**src/rtl/rxr_pkg.sv**
```systemverilog
package rxr_pkg;

    typedef enum logic [2:0] {
        ST_IDLE,
        ST_PROBE,
        ST_EXAMINE,
        ST_FILL,
        ST_LEN_HI,
        ST_LEN_LO,
        ST_HANDBACK,
        ST_DISCARD
    } rxr_state_e;

    localparam int DESC_SHIFT   = 3;      // 8-byte descriptors
    localparam int OFS_STATUS   = 2;
    localparam int OFS_CNT_HI   = 6;
    localparam int OFS_CNT_LO   = 7;
    localparam logic [7:0] STATUS_FREE = 8'h80;
    localparam logic [7:0] STATUS_DONE = 8'h03;
    localparam int LEN_BIAS     = 4;

endpackage

```
**src/rtl/rxr_slot_search.sv**
```systemverilog
module rxr_slot_search #(
    parameter int RING_LOG = 4
) (
    input  logic                clk,
    input  logic                rst_n,
    input  logic                load,
    input  logic                step,
    input  logic                advance,
    output logic [RING_LOG-1:0] cand,
    output logic [RING_LOG-1:0] ring_ptr,
    output logic                at_end
);
    logic [RING_LOG-1:0] stop_idx;

    always_ff @(posedge clk) begin
        if (!rst_n) begin
            ring_ptr <= '0;
            cand     <= '0;
        end else begin
            if (advance)
                ring_ptr <= ring_ptr + 1'b1;
            if (load)
                cand <= ring_ptr;
            else if (step)
                cand <= cand + 1'b1;
        end
    end

    // The search ends when the next candidate would be pointer-1.
    assign stop_idx = ring_ptr - RING_LOG'(2);
    assign at_end   = (cand == stop_idx);

endmodule

```
**src/rtl/rxr_fill_counter.sv**
```systemverilog
module rxr_fill_counter #(
    parameter int BUF_BYTES = 1544,
    parameter int CW        = $clog2(BUF_BYTES + 1)
) (
    input  logic          clk,
    input  logic          rst_n,
    input  logic          clear,
    input  logic          bump,
    output logic [CW-1:0] count,
    output logic          full
);
    assign full = (count == CW'(BUF_BYTES));

    always_ff @(posedge clk) begin
        if (!rst_n)
            count <= '0;
        else if (clear)
            count <= '0;
        else if (bump && !full)
            count <= count + 1'b1;
    end

endmodule

```
**src/rtl/rxr_addr_gen.sv**
```systemverilog
module rxr_addr_gen
    import rxr_pkg::*;
#(
    parameter int AW        = 24,
    parameter int RING_LOG  = 4,
    parameter int BUF_BYTES = 1544,
    parameter int CW        = $clog2(BUF_BYTES + 1)
) (
    input  logic [AW-1:0]       desc_base,
    input  logic [AW-1:0]       buf_base,
    input  logic [RING_LOG-1:0] slot,
    input  logic [CW-1:0]       byte_idx,
    output logic [AW-1:0]       status_addr,
    output logic [AW-1:0]       cnt_hi_addr,
    output logic [AW-1:0]       cnt_lo_addr,
    output logic [AW-1:0]       data_addr
);
    logic [AW-1:0] desc_start;
    logic [AW-1:0] buf_start;

    assign desc_start  = desc_base + (AW'(slot) << DESC_SHIFT);
    assign buf_start   = buf_base + AW'(slot) * AW'(BUF_BYTES);
    assign status_addr = desc_start + AW'(OFS_STATUS);
    assign cnt_hi_addr = desc_start + AW'(OFS_CNT_HI);
    assign cnt_lo_addr = desc_start + AW'(OFS_CNT_LO);
    assign data_addr   = buf_start + AW'(byte_idx);

endmodule

```
**src/rtl/rxr_engine.sv**
```systemverilog
module rxr_engine
    import rxr_pkg::*;
#(
    parameter int AW        = 24,
    parameter int RING_LOG  = 4,
    parameter int BUF_BYTES = 1544
) (
    input  logic          clk,
    input  logic          rst_n,
    input  logic          run,
    input  logic          intr_en,
    input  logic [AW-1:0] desc_base,
    input  logic [AW-1:0] buf_base,
    input  logic          s_valid,
    input  logic [7:0]    s_data,
    input  logic          s_last,
    output logic          s_ready,
    output logic          mem_req,
    output logic          mem_we,
    output logic [AW-1:0] mem_addr,
    output logic [7:0]    mem_wdata,
    input  logic [7:0]    mem_rdata,
    output logic          rx_event,
    output logic          rx_irq
);
    localparam int CW = $clog2(BUF_BYTES + 1);

    rxr_state_e          state_q, state_d;
    logic                do_load, do_step, do_advance, do_clear, do_bump;
    logic [RING_LOG-1:0] cand, ring_ptr;
    logic                at_end;
    logic [CW-1:0]       fill_cnt;
    logic                buf_full;
    logic [AW-1:0]       status_addr, cnt_hi_addr, cnt_lo_addr, data_addr;
    logic [15:0]         count_field;

    rxr_slot_search #(.RING_LOG(RING_LOG)) u_search (
        .clk      (clk),
        .rst_n    (rst_n),
        .load     (do_load),
        .step     (do_step),
        .advance  (do_advance),
        .cand     (cand),
        .ring_ptr (ring_ptr),
        .at_end   (at_end)
    );

    rxr_fill_counter #(.BUF_BYTES(BUF_BYTES), .CW(CW)) u_fill (
        .clk   (clk),
        .rst_n (rst_n),
        .clear (do_clear),
        .bump  (do_bump),
        .count (fill_cnt),
        .full  (buf_full)
    );

    rxr_addr_gen #(
        .AW(AW), .RING_LOG(RING_LOG), .BUF_BYTES(BUF_BYTES), .CW(CW)
    ) u_addr (
        .desc_base   (desc_base),
        .buf_base    (buf_base),
        .slot        (cand),
        .byte_idx    (fill_cnt),
        .status_addr (status_addr),
        .cnt_hi_addr (cnt_hi_addr),
        .cnt_lo_addr (cnt_lo_addr),
        .data_addr   (data_addr)
    );

    assign count_field = 16'(fill_cnt) + 16'(LEN_BIAS);

    // State register
    always_ff @(posedge clk) begin
        if (!rst_n)
            state_q <= ST_IDLE;
        else
            state_q <= state_d;
    end

    // Next state and datapath controls
    always_comb begin
        state_d    = state_q;
        do_load    = 1'b0;
        do_step    = 1'b0;
        do_advance = 1'b0;
        do_clear   = 1'b0;
        do_bump    = 1'b0;
        unique case (state_q)
            ST_IDLE: begin
                if (s_valid) begin
                    if (run) begin
                        state_d  = ST_PROBE;
                        do_load  = 1'b1;
                        do_clear = 1'b1;
                    end else begin
                        state_d = ST_DISCARD;
                    end
                end
            end
            ST_PROBE: begin
                state_d = ST_EXAMINE;
            end
            ST_EXAMINE: begin
                if (mem_rdata == STATUS_FREE) begin
                    state_d = ST_FILL;
                end else if (at_end) begin
                    state_d = ST_DISCARD;
                end else begin
                    state_d = ST_PROBE;
                    do_step = 1'b1;
                end
            end
            ST_FILL: begin
                if (s_valid) begin
                    do_bump = 1'b1;
                    if (s_last)
                        state_d = ST_LEN_HI;
                end
            end
            ST_LEN_HI: begin
                state_d = ST_LEN_LO;
            end
            ST_LEN_LO: begin
                state_d = ST_HANDBACK;
            end
            ST_HANDBACK: begin
                state_d    = ST_IDLE;
                do_advance = 1'b1;
            end
            ST_DISCARD: begin
                if (s_valid && s_last)
                    state_d = ST_IDLE;
            end
            default: state_d = ST_IDLE;
        endcase
    end

    // Outputs
    always_comb begin
        s_ready   = 1'b0;
        mem_req   = 1'b0;
        mem_we    = 1'b0;
        mem_addr  = '0;
        mem_wdata = '0;
        rx_event  = 1'b0;
        rx_irq    = 1'b0;
        unique case (state_q)
            ST_IDLE: ;
            ST_PROBE: begin
                mem_req  = 1'b1;
                mem_addr = status_addr;
            end
            ST_EXAMINE: ;
            ST_FILL: begin
                s_ready   = 1'b1;
                mem_req   = s_valid && !buf_full;
                mem_we    = s_valid && !buf_full;
                mem_addr  = data_addr;
                mem_wdata = s_data;
            end
            ST_LEN_HI: begin
                mem_req   = 1'b1;
                mem_we    = 1'b1;
                mem_addr  = cnt_hi_addr;
                mem_wdata = count_field[15:8];
            end
            ST_LEN_LO: begin
                mem_req   = 1'b1;
                mem_we    = 1'b1;
                mem_addr  = cnt_lo_addr;
                mem_wdata = count_field[7:0];
            end
            ST_HANDBACK: begin
                mem_req   = 1'b1;
                mem_we    = 1'b1;
                mem_addr  = status_addr;
                mem_wdata = STATUS_DONE;
                rx_event  = 1'b1;
                rx_irq    = intr_en;
            end
            ST_DISCARD: begin
                s_ready = 1'b1;
            end
            default: ;
        endcase
    end

endmodule

```
**config.mk**
```make
export PLATFORM = sky130hd
export DESIGN_NAME = rxr_engine
export DESIGN_NICKNAME = d
export VERILOG_FILES = /design/src/rtl/rxr_pkg.sv /design/src/rtl/rxr_slot_search.sv /design/src/rtl/rxr_fill_counter.sv /design/src/rtl/rxr_addr_gen.sv /design/src/rtl/rxr_engine.sv
export SDC_FILE = /design/constraint.sdc
export NUM_CORES = 1
export LEC_CHECK = 0
export BUFFER_PORTS_ARGS = -buffer_cell sky130_fd_sc_hd__buf_2
export CORE_AREA = 2 2 98 100
export DETAILED_ROUTE_END_ITERATION = 8
export DIE_AREA = 0 0 100 102
export PLACE_DENSITY = 0.78
export SLEW_MARGIN = 25
export SYNTH_ARGS = -nofsm -noshare
export SYNTH_HDL_FRONTEND = slang
export SYNTH_SLANG_ARGS = --single-unit
export TNS_END_PERCENT = 10
```
**constraint.sdc**
```tcl
create_clock -name clk -period 4.2 [get_ports clk]
set_input_delay 0.63 -clock clk [delete_from_list [all_inputs] [get_ports clk]]
set_output_delay 0.63 -clock clk [all_outputs]
set_load 0.03 [all_outputs]
```
==> results.cfg, run 1 <==
[run_status]
outcome = finished, violations left
violations = setup timing

[global_route]
grtUsageTotal_pct = 29.7
grt.overflow.total = 0
antenna_found_initial = 0
grt_pass1_vias = 5119
grt_pass1_wl_um = 24700
grt_max_degree = 28

[place]
port_buffers = 106
placed_area_um2 = 5450
gp_congestion = 0.932
dp.final_hpwl_um = 12000

[clock_network]
hold_buffers = 0
cts.sinks = 22
cts_tree = built
clk_latency_ns = 0.28
cts.clk_slew.worst_paths_ns = 0.08
cts_inserted_buffers = 3
cts.path.max_buffers = 2
root_buffer = clkbuf_8
htreeDepth = 1

[yosys]
avgSynthCellArea_um2 = 7.32
synth_edf_count = 0
ys_ff_latch = 22
syn_nets = 751
yosysTopAreaCellShare_pct = 12.3
yosysMostFrequentCell = nand2_1
netlist_top_cells_area = ha_1 (12%), dfxtp_1 (9.6%), xor2_1 (7.1%), xnor2_1 (6.5%), nand2_1 (5.2%)
synth-async-reset-ratio_pct = 0
synth_seq_area_share_pct = 9.60
synth_warnings = 0
synthCells = 627
synth_ff_type = dfxtp_1
yosys-top-cells-count = nand2_1 (63), nor2_1 (50), ha_1 (45), o21ai_0 (40)
post-synth-top-area-cell = ha_1
synth.distinct_cells = 70
synth_area_um2 = 4590

[finish]
final_area_um2 = 5870
nets = 884
num-fill-cells = 803
n_antenna_cell = 0
area_growth_pct = 27.8
drive_gt1_share_pct = 29.0

[timing]
hold_slack_ns = 0.570
rsz0062_at_grt = yes
fmax_mhz = 235
hold_viol = 0
tightest_slew_ns = 0.727
fin_skew_ns = 0.0142
fin_crit_ns = 4.26
layout_worst_path_cycle_share_pct = 101
slew_headroom_pct = 51.4
finalSetupViolCount = 3
setup_ws_ns = -0.0560
drv_slew = 0

[floorplanning]
die_h_um = 102
start_util_pct = 50.4
core_area_um2 = 9110
die_w_um = 100
die-area_um2 = 10200
boundaryPins = 107
rows = 35

[critical_path]
path_cells = buf_2, ha_2, inv_2, fa_2, and2b_2, o31ai_4, buf_4, nor2_4, xnor2_1, or4_4, o41ai_2, a21oi_1, a221o_1, buf_6
worstPathArrival_ns = 3.63
critPathMaxFanout = 7
rr_worst_depth = 9
slowest_delay_ns = 0.52
required_ns = 3.57
path_class = in2out
crit_path_top_delay_cell = or4_4
end_kind = primary output
cp-start-kind = input port

[power_and_ir_drop]
peakVddDrop_mv = 0.223
leakagePower_nw = 2.67
finalPower_mw = 1.55
p_per_area_nw_per_um2 = 264

[routing]
wl_met2_um = 7670
wirelength_um = 15200
drc = 0
drt_iter0_markers = 322
wirelength_met1_um = 6310
final_antenna_net_count = 0
wl_met3_um = 964
wl_per_cell_um = 17.5
highest_layer = met4
avgViaCountPerCell = 6.13
vias = 5335
dr.pass1.iters = 5

[run]
maxCapViolations = 0

[worst_hold_path]
holdPathStages = 2
hold_class = reg2reg
==> through the flow <==
step	util, %	setup TNS (ns)	worst slack [ns]	cells
final	64.4	-0.0816	-0.0560	870
after global routing	64.4	-0.870	-0.129	870
after CTS	62.8	-0.0405	-0.0339	866
after detailed placement	59.8	-0.231	-0.0499	855
after global placement	59.8	0	0.0114	855
after floorplan	-	0	0.0236	627
==> metal layers <==
| metal | global-route usage, % | vias up |
|---|---|---|
| met1 | 37.2 | 2543 |
| met3 | 2.60 | 22 |
| met2 | 55.0 | 223 |
| li1 | - | 2547 |
| met4 | 7.48 | 0 |
| met5 | 0 | - |
==> worst max-delay path: cells and delay by family <==
family	cells	cell delay, ns
adders and majority gates	2	0.41
and+or+nand+nor	3	0.81
xor gates and xnor gates	1	0.16
AOI/OAI and AO/OA	4	1.07
buffers and inverters	4	0.54
==> path summary, 6_finish.rpt <==
kind | from | end | slack [ns]
setup / recovery | desc_base[3] | mem_addr[12] | -0.06
hold / removal | u_search.ring_ptr[1]$_SDFFE_PN0P_ | u_search.ring_ptr[1]$_SDFFE_PN0P_ | 0.57
setup reg to reg | u_search.cand[3]$_SDFFE_PN0P_ | u_search.cand[2]$_SDFFE_PN0P_ | 1.64
hold reg to reg | u_search.ring_ptr[1]$_SDFFE_PN0P_ | u_search.ring_ptr[1]$_SDFFE_PN0P_ | 0.57
==> cells in the final DEF (no fill, tap or decap), types with 5 or more instances in the layout <==
cell type and n:
a21o_1 10, a21oi_1 34, a22oi_1 7, a31oi_1 6
and2_1 6, and3_1 9, and4_1 6, buf_2 99
buf_4 51, buf_6 7, dfxtp_1 19, fa_1 8
ha_1 35, ha_4 7, inv_1 28, nand2_1 63
nand2b_1 12, nand3_1 23, nand4_1 12, nor2_1 48
nor2b_1 11, nor3_1 8, nor4b_2 5, o211ai_1 6
o21ai_0 34, o221ai_1 5, o22ai_1 8, or3_1 7
xnor2_1 33, xor2_1 37
==> where the power goes <==
part	total, mW	internal, mW	switching, mW
Combinational	1.11	0.435	0.677
Clock	0.207	0.128	0.0793
Sequential	0.232	0.220	0.0111
Total	1.55	0.783	0.768
==> sequential cells by signal, indices dropped and copies added (netlist names) <==
signal / flops
u_fill.count: 11
state_q: 3
u_search.cand: 4
u_search.ring_ptr: 4
==> kinds of logic after synthesis <==
kind of cell               Yosys count  synth area share [%]
and+or+nand+nor                    244                  28.7
AOI/OAI and AO/OA                  169                  24.8
xor gates and xnor gates            74                  14.8
buffers and inverters               60                  5.07
adders and majority gates           54                  16.2
DFF                                 22                  9.60
muxes                                4                 0.900
==> cell type report <==
type	count	area [um^2]	area share, %
multi-input combinational	545	4140	70.5
timing repair buffer	157	957	16.3
sequential	22	444	7.57
tap	111	139	2.37
inverter	31	116	1.98
clock buffer	3	41.3	0.704
clock inverter	1	30.0	0.512
==> what timing repair did <==
| action | 4_1_cts | 5_1_grt |
|---|---|---|
| buffers inserted | 7 | 4 |
| resized for setup | 35 | 28 |
| pin swaps | 19 | 17 |
| setup endpoints to repair | 10 | 12 |
(Power assumes the default switching activity.)
==> inputs of run 2 (changes only) <==
--- a/config.mk
+++ b/config.mk
@@ -14,4 +14,4 @@
 export SYNTH_ARGS = -nofsm -noshare
 export SYNTH_HDL_FRONTEND = slang
 export SYNTH_SLANG_ARGS = --single-unit
-export TNS_END_PERCENT = 10
+export TNS_END_PERCENT = 50
==> constraint.sdc (replaced) <==
create_clock -name clk -period 4.2 [get_ports clk]
set_input_delay 0.21 -clock clk [delete_from_list [all_inputs] [get_ports clk]]
set_output_delay 0.21 -clock clk [all_outputs]
set_load 0.03 [all_outputs]
==> results.cfg, run 2 (synthesis gave the netlist of run 1 again) <==
[global_route]
grt_max_degree = 28
use_met3_pct = 4.04
grt_pass1_vias = 4763
met2_usage_pct = 47.2
met1_usage_pct = 37.9
antenna_found_initial = 0
grtUsageTotal_pct = 28.1
grt_pass1_wl_um = 23400
grt.overflow.total = 0
grt.busiest_layer = met2

[routing]
final_antenna_net_count = 0
wirelength_um = 14600
wl_per_cell_um = 17.6
drt_iter0_markers = 357
avgViaCountPerCell = 6.20
drc = 0
dr.pass1.iters = 6
vias = 5155

[finish]
mostFrequentLayoutCells = buf_2 (104), nand2_1 (63), nor2_1 (50)
drive_gt1_share_pct = 21.8
final_core_util_pct = 59.3
n_antenna_cell = 0
regMostFlops = u_fill.count
top_regs = u_fill.count (11), u_search.cand (4), u_search.ring_ptr (4)
final_common_cell = buf_2
area_growth_pct = 17.7
nets = 845
largest_reg_flops = 11
final_cells = 831

[worst_hold_path]
hp-start = rst_n
min_to = u_search.cand[0]$_SDFFE_PN0P_
holdPathStages = 2
hold_class = in2reg

[run]
maxCapViolations = 0

[timing]
slew_headroom_pct = 46.8
drv_slew = 0
layout_worst_path_cycle_share_pct = 96.1
fmax_mhz = 248
hold_slack_ns = 0.264
finalSetupViolCount = 0
hold_viol = 0
fin_skew_ns = 0.00252
tightest_slew_ns = 0.796
fin_crit_ns = 4.04

[critical_path]
crit_buf_inv = 3
end_kind = primary output
worstPathArrival_ns = 3.83
required_ns = 3.99
path_class = reg2out
r2r_start = u_search.ring_ptr[1]$_SDFFE_PN0P_
slowest_delay_ns = 0.35
crit_path_top_delay_cell = ha_1
rr_worst_depth = 10
cp-start-kind = flip-flop
r2r_end = u_search.cand[3]$_SDFFE_PN0P_
crit_family = adder cells
worst_path_most_repeated_cell = ha_1
regToRegSetupSlack_ns = 1.58
path_cells = buf_4, ha_1, ha_4, ha_1, a31oi_1, xnor2_1, ha_1, ha_1, o21ai_2, nor2_1, a211oi_2, buf_4, nor3b_2, xor2_1, nand2_1, o211ai_1, clkbuf_4
critPathMaxFanout = 5

[floorplanning]
boundaryPins = 107
start_util_pct = 50.4
die_w_um = 100
rows = 35
die_h_um = 102
core_area_um2 = 9110
die-area_um2 = 10200

[clock_network]
cts_inserted_buffers = 3
htreeDepth = 1
root_buffer = clkbuf_8
hold_buffers = 0
cts.path.max_buffers = 2
clk_latency_ns = 0.27
cts_tree = built
cts.sinks = 22
cts.clk_slew.worst_paths_ns = 0.09
postCtsSetupRepairBufs = 0

[power_and_ir_drop]
leakagePower_nw = 2.47
finalPower_mw = 1.44
peakVddDrop_mv = 0.149
p_per_area_nw_per_um2 = 266

[place]
dp.final_hpwl_um = 11800
gp_congestion = 0.990
port_buffers = 106
dp_cells = 827

[run_status]
outcome = complete, no violations
## run 2: changes by cell type in the layout (fill, tap and decap cells not counted), sizes merged
cell    before  now
buf        157  117
clkbuf       3    4
## run 2: through the flow
step,TNS (ns),cell area [um^2],setup slack (ns)
floorplan,0,4590,0.358
CTS,0,5300,0.0346
global route,-0.00333,5400,-0.00333
finish,0,5400,0.162
detailed placement,0,5230,0.267
global placement,0,5230,0.384
## run 2: metal layers
layer	wire length, um	share of wire [%]
met2	6850	47
met1	6460	44
met3	992	6.8
met4	325	2.2
met5	0	0
## run 2: power breakdown
| group | total, mW | switching (mW) | leakage (nW) | internal, mW |
|---|---|---|---|---|
| Sequential | 0.239 | 0.0177 | 0.180 | 0.221 |
| Clock | 0.207 | 0.0796 | 0.0357 | 0.128 |
| Combinational | 0.992 | 0.630 | 2.26 | 0.363 |
## run 2: worst max-delay path by stage
stage / from / to / slack [ns] / cells after the start
finish: u_search.cand[2]$_SDFFE_PN0P_ / mem_addr[23] / 0.16 / 17
global placement: u_search.cand[2]$_SDFFE_PN0P_ / mem_addr[21] / 0.38 / 17
global route: u_search.cand[2]$_SDFFE_PN0P_ / mem_addr[21] / -0.003 / 18
floorplan: u_search.cand[2]$_SDFFE_PN0P_ / mem_addr[21] / 0.36 / 15
CTS: u_search.cand[2]$_SDFFE_PN0P_ / mem_addr[21] / 0.03 / 17
detailed placement: u_search.cand[2]$_SDFFE_PN0P_ / mem_addr[21] / 0.27 / 17
## run 2: repair_timing
action,4_1_cts,5_1_grt
gates resized for setup,2,22
pin swaps,0,6
endpoints found under the setup margin,2,10
## run 2: cell type report
| class | instances | area (um^2) |
|---|---|---|
| well taps | 111 | 139 |
| repair buffers | 118 | 626 |
| clock inverters | 1 | 30.0 |
| inverters | 31 | 116 |
| multi-input cells | 545 | 4000 |
| clock buffers | 3 | 41.3 |
| flip-flops and latches | 22 | 444 |
| fillers | 846 | 3710 |
==> inputs of run 3 (changes only) <==
--- a/config.mk
+++ b/config.mk
@@ -7,6 +7,7 @@
 export LEC_CHECK = 0
 export BUFFER_PORTS_ARGS = -buffer_cell sky130_fd_sc_hd__buf_2
 export CORE_AREA = 2 2 98 100
+export CTS_BUF_LIST = sky130_fd_sc_hd__clkbuf_16
 export DETAILED_ROUTE_END_ITERATION = 8
 export DIE_AREA = 0 0 100 102
 export PLACE_DENSITY = 0.78
==> results.cfg, run 3 (synthesis gave the netlist of run 1 again) <==
[run_status]
outcome = complete, no violations

[finish]
n_antenna_cell = 0
nets = 845
final_common_cell = buf_2
drive_gt1_share_pct = 21.3
final_area_um2 = 5420
mostFrequentLayoutCells = buf_2 (104), nand2_1 (63), nor2_1 (50)
top_regs = u_fill.count (11), u_search.cand (4), u_search.ring_ptr (4)
regMostFlops = u_fill.count
area_growth_pct = 18.2
final_cells = 831
largest_reg_flops = 11

[global_route]
grt.overflow.total = 0
antenna_found_initial = 0
grt_pass1_wl_um = 23600
grt_max_degree = 28
grt_pass1_vias = 4781
grtUsageTotal_pct = 28.4

[floorplanning]
die-area_um2 = 10200
core_area_um2 = 9110
die_h_um = 102
die_w_um = 100
boundaryPins = 107
rows = 35
start_util_pct = 50.4

[critical_path]
rr_worst_depth = 10
path_class = reg2out
r2r_end = u_search.cand[3]$_SDFFE_PN0P_
regToRegSetupSlack_ns = 1.60
critPathMaxFanout = 4
required_ns = 3.99
end_kind = primary output
cp-start-kind = flip-flop
r2r_start = u_search.ring_ptr[1]$_SDFFE_PN0P_
worstPathArrival_ns = 3.84

[power_and_ir_drop]
p_clk_share_pct = 18.3
p_per_area_nw_per_um2 = 277
power_frac_comb_pct = 65.8
p_sw_mw = 0.733
finalPower_mw = 1.51
sw_frac_of_total_pct = 48.7
leakagePower_nw = 2.49
p_int_mw = 0.772
seq_power_share_pct = 15.8
peakVddDrop_mv = 0.160

[routing]
drc = 0
drt_iter0_markers = 460
wl_per_cell_um = 17.8
wirelength_um = 14800
vias = 5129
dr.pass1.iters = 6
final_antenna_net_count = 0
avgViaCountPerCell = 6.17

[worst_hold_path]
hold_class = in2reg
hp-start = rst_n
min_to = u_search.cand[0]$_SDFFE_PN0P_
holdPathStages = 2

[place]
dp_cells = 827
placed_area_um2 = 5230
gp_congestion = 0.990
dp.final_hpwl_um = 11800
port_buffers = 106

[clock_network]
root_buffer = clkbuf_16
htreeDepth = 1
postCtsSetupRepairBufs = 0
cts.clk_slew.worst_paths_ns = 0.06
cts_tree = built
hold_buffers = 0
clk_latency_ns = 0.26
cts.path.max_buffers = 2
cts.sinks = 22
cts_inserted_buffers = 3

[timing]
fmax_mhz = 247
timing.setup.tns_ns = 0
rsz0062_at_grt = yes
fin_skew_ns = 0.00210
fin_crit_ns = 4.05
hold_slack_ns = 0.273
finalSetupViolCount = 0
tightest_slew_ns = 0.767
layout_worst_path_cycle_share_pct = 96.3
drv_slew = 0
hold_viol = 0
slew_headroom_pct = 48.8

[run]
maxCapViolations = 0
[run 3: area by class of cell]
class	instances	area (um^2)
timing repair buffer	118	626
multi-input combinational	545	4000
inverter	31	116
clock buffer	3	75.1
sequential	22	443
tap	111	139
fill	843	3680
clock inverter	1	30.0
[run 3: worst max-delay path, cell delays in order, from the launching register on]
cell and delay [ns]:
dfxtp_1 0.33, inv_1 0.07, ha_1 0.28, inv_1 0.06, ha_4 0.16, ha_1 0.29, a31oi_1 0.20, xnor2_1 0.16
ha_1 0.26, ha_1 0.35, o21ai_2 0.10, nor2_1 0.17, a211oi_2 0.10, buf_4 0.16, nor3b_1 0.23, xor2_1 0.23
nand2_1 0.12, o211ai_1 0.09, clkbuf_4 0.21
[run 3: worst max-delay path by stage]
stage                        end  slack, ns                     startpoint
finish              mem_addr[23]       0.15  u_search.cand[2]$_SDFFE_PN0P_
floorplan           mem_addr[21]       0.36  u_search.cand[2]$_SDFFE_PN0P_
CTS                 mem_addr[18]       0.02  u_search.cand[2]$_SDFFE_PN0P_
detailed placement  mem_addr[21]       0.27  u_search.cand[2]$_SDFFE_PN0P_
global route        mem_addr[23]      -0.03  u_search.cand[2]$_SDFFE_PN0P_
global placement    mem_addr[21]       0.38  u_search.cand[2]$_SDFFE_PN0P_
[run 3: timing repair]
item | in CTS | in global routing
endpoints found under the hold margin | 0 | 0
pin swaps | 0 | 4
setup endpoints to repair | 1 | 11
resized for setup | 1 | 18
[run 3: metrics by stage]
stage               util (%)  setup WS, ns
global route            59.5       -0.0314
floorplan                  -         0.358
detailed placement      57.4         0.267
CTS                     58.6        0.0221
finish                  59.5         0.154
global placement        57.4         0.384
[run 3: metal layers]
layer  wire, um  GRT usage [%]  vias to the layer above
met5          0              0                        -
met4        301           7.59                        0
met3       1030           4.04                       34
met2       6960           47.9                      209
met1       6470           38.2                     2423
li1           -              -                     2463
[run 3: power by group through the flow]
stage	combinational (mW)	sequential, mW	clock (mW)
detailed placement	0.946	0.242	0
finish	0.991	0.238	0.276
floorplan	0.677	0.239	0
global placement	0.930	0.241	0
CTS	0.953	0.237	0.276
global route	1.08	0.241	0.283
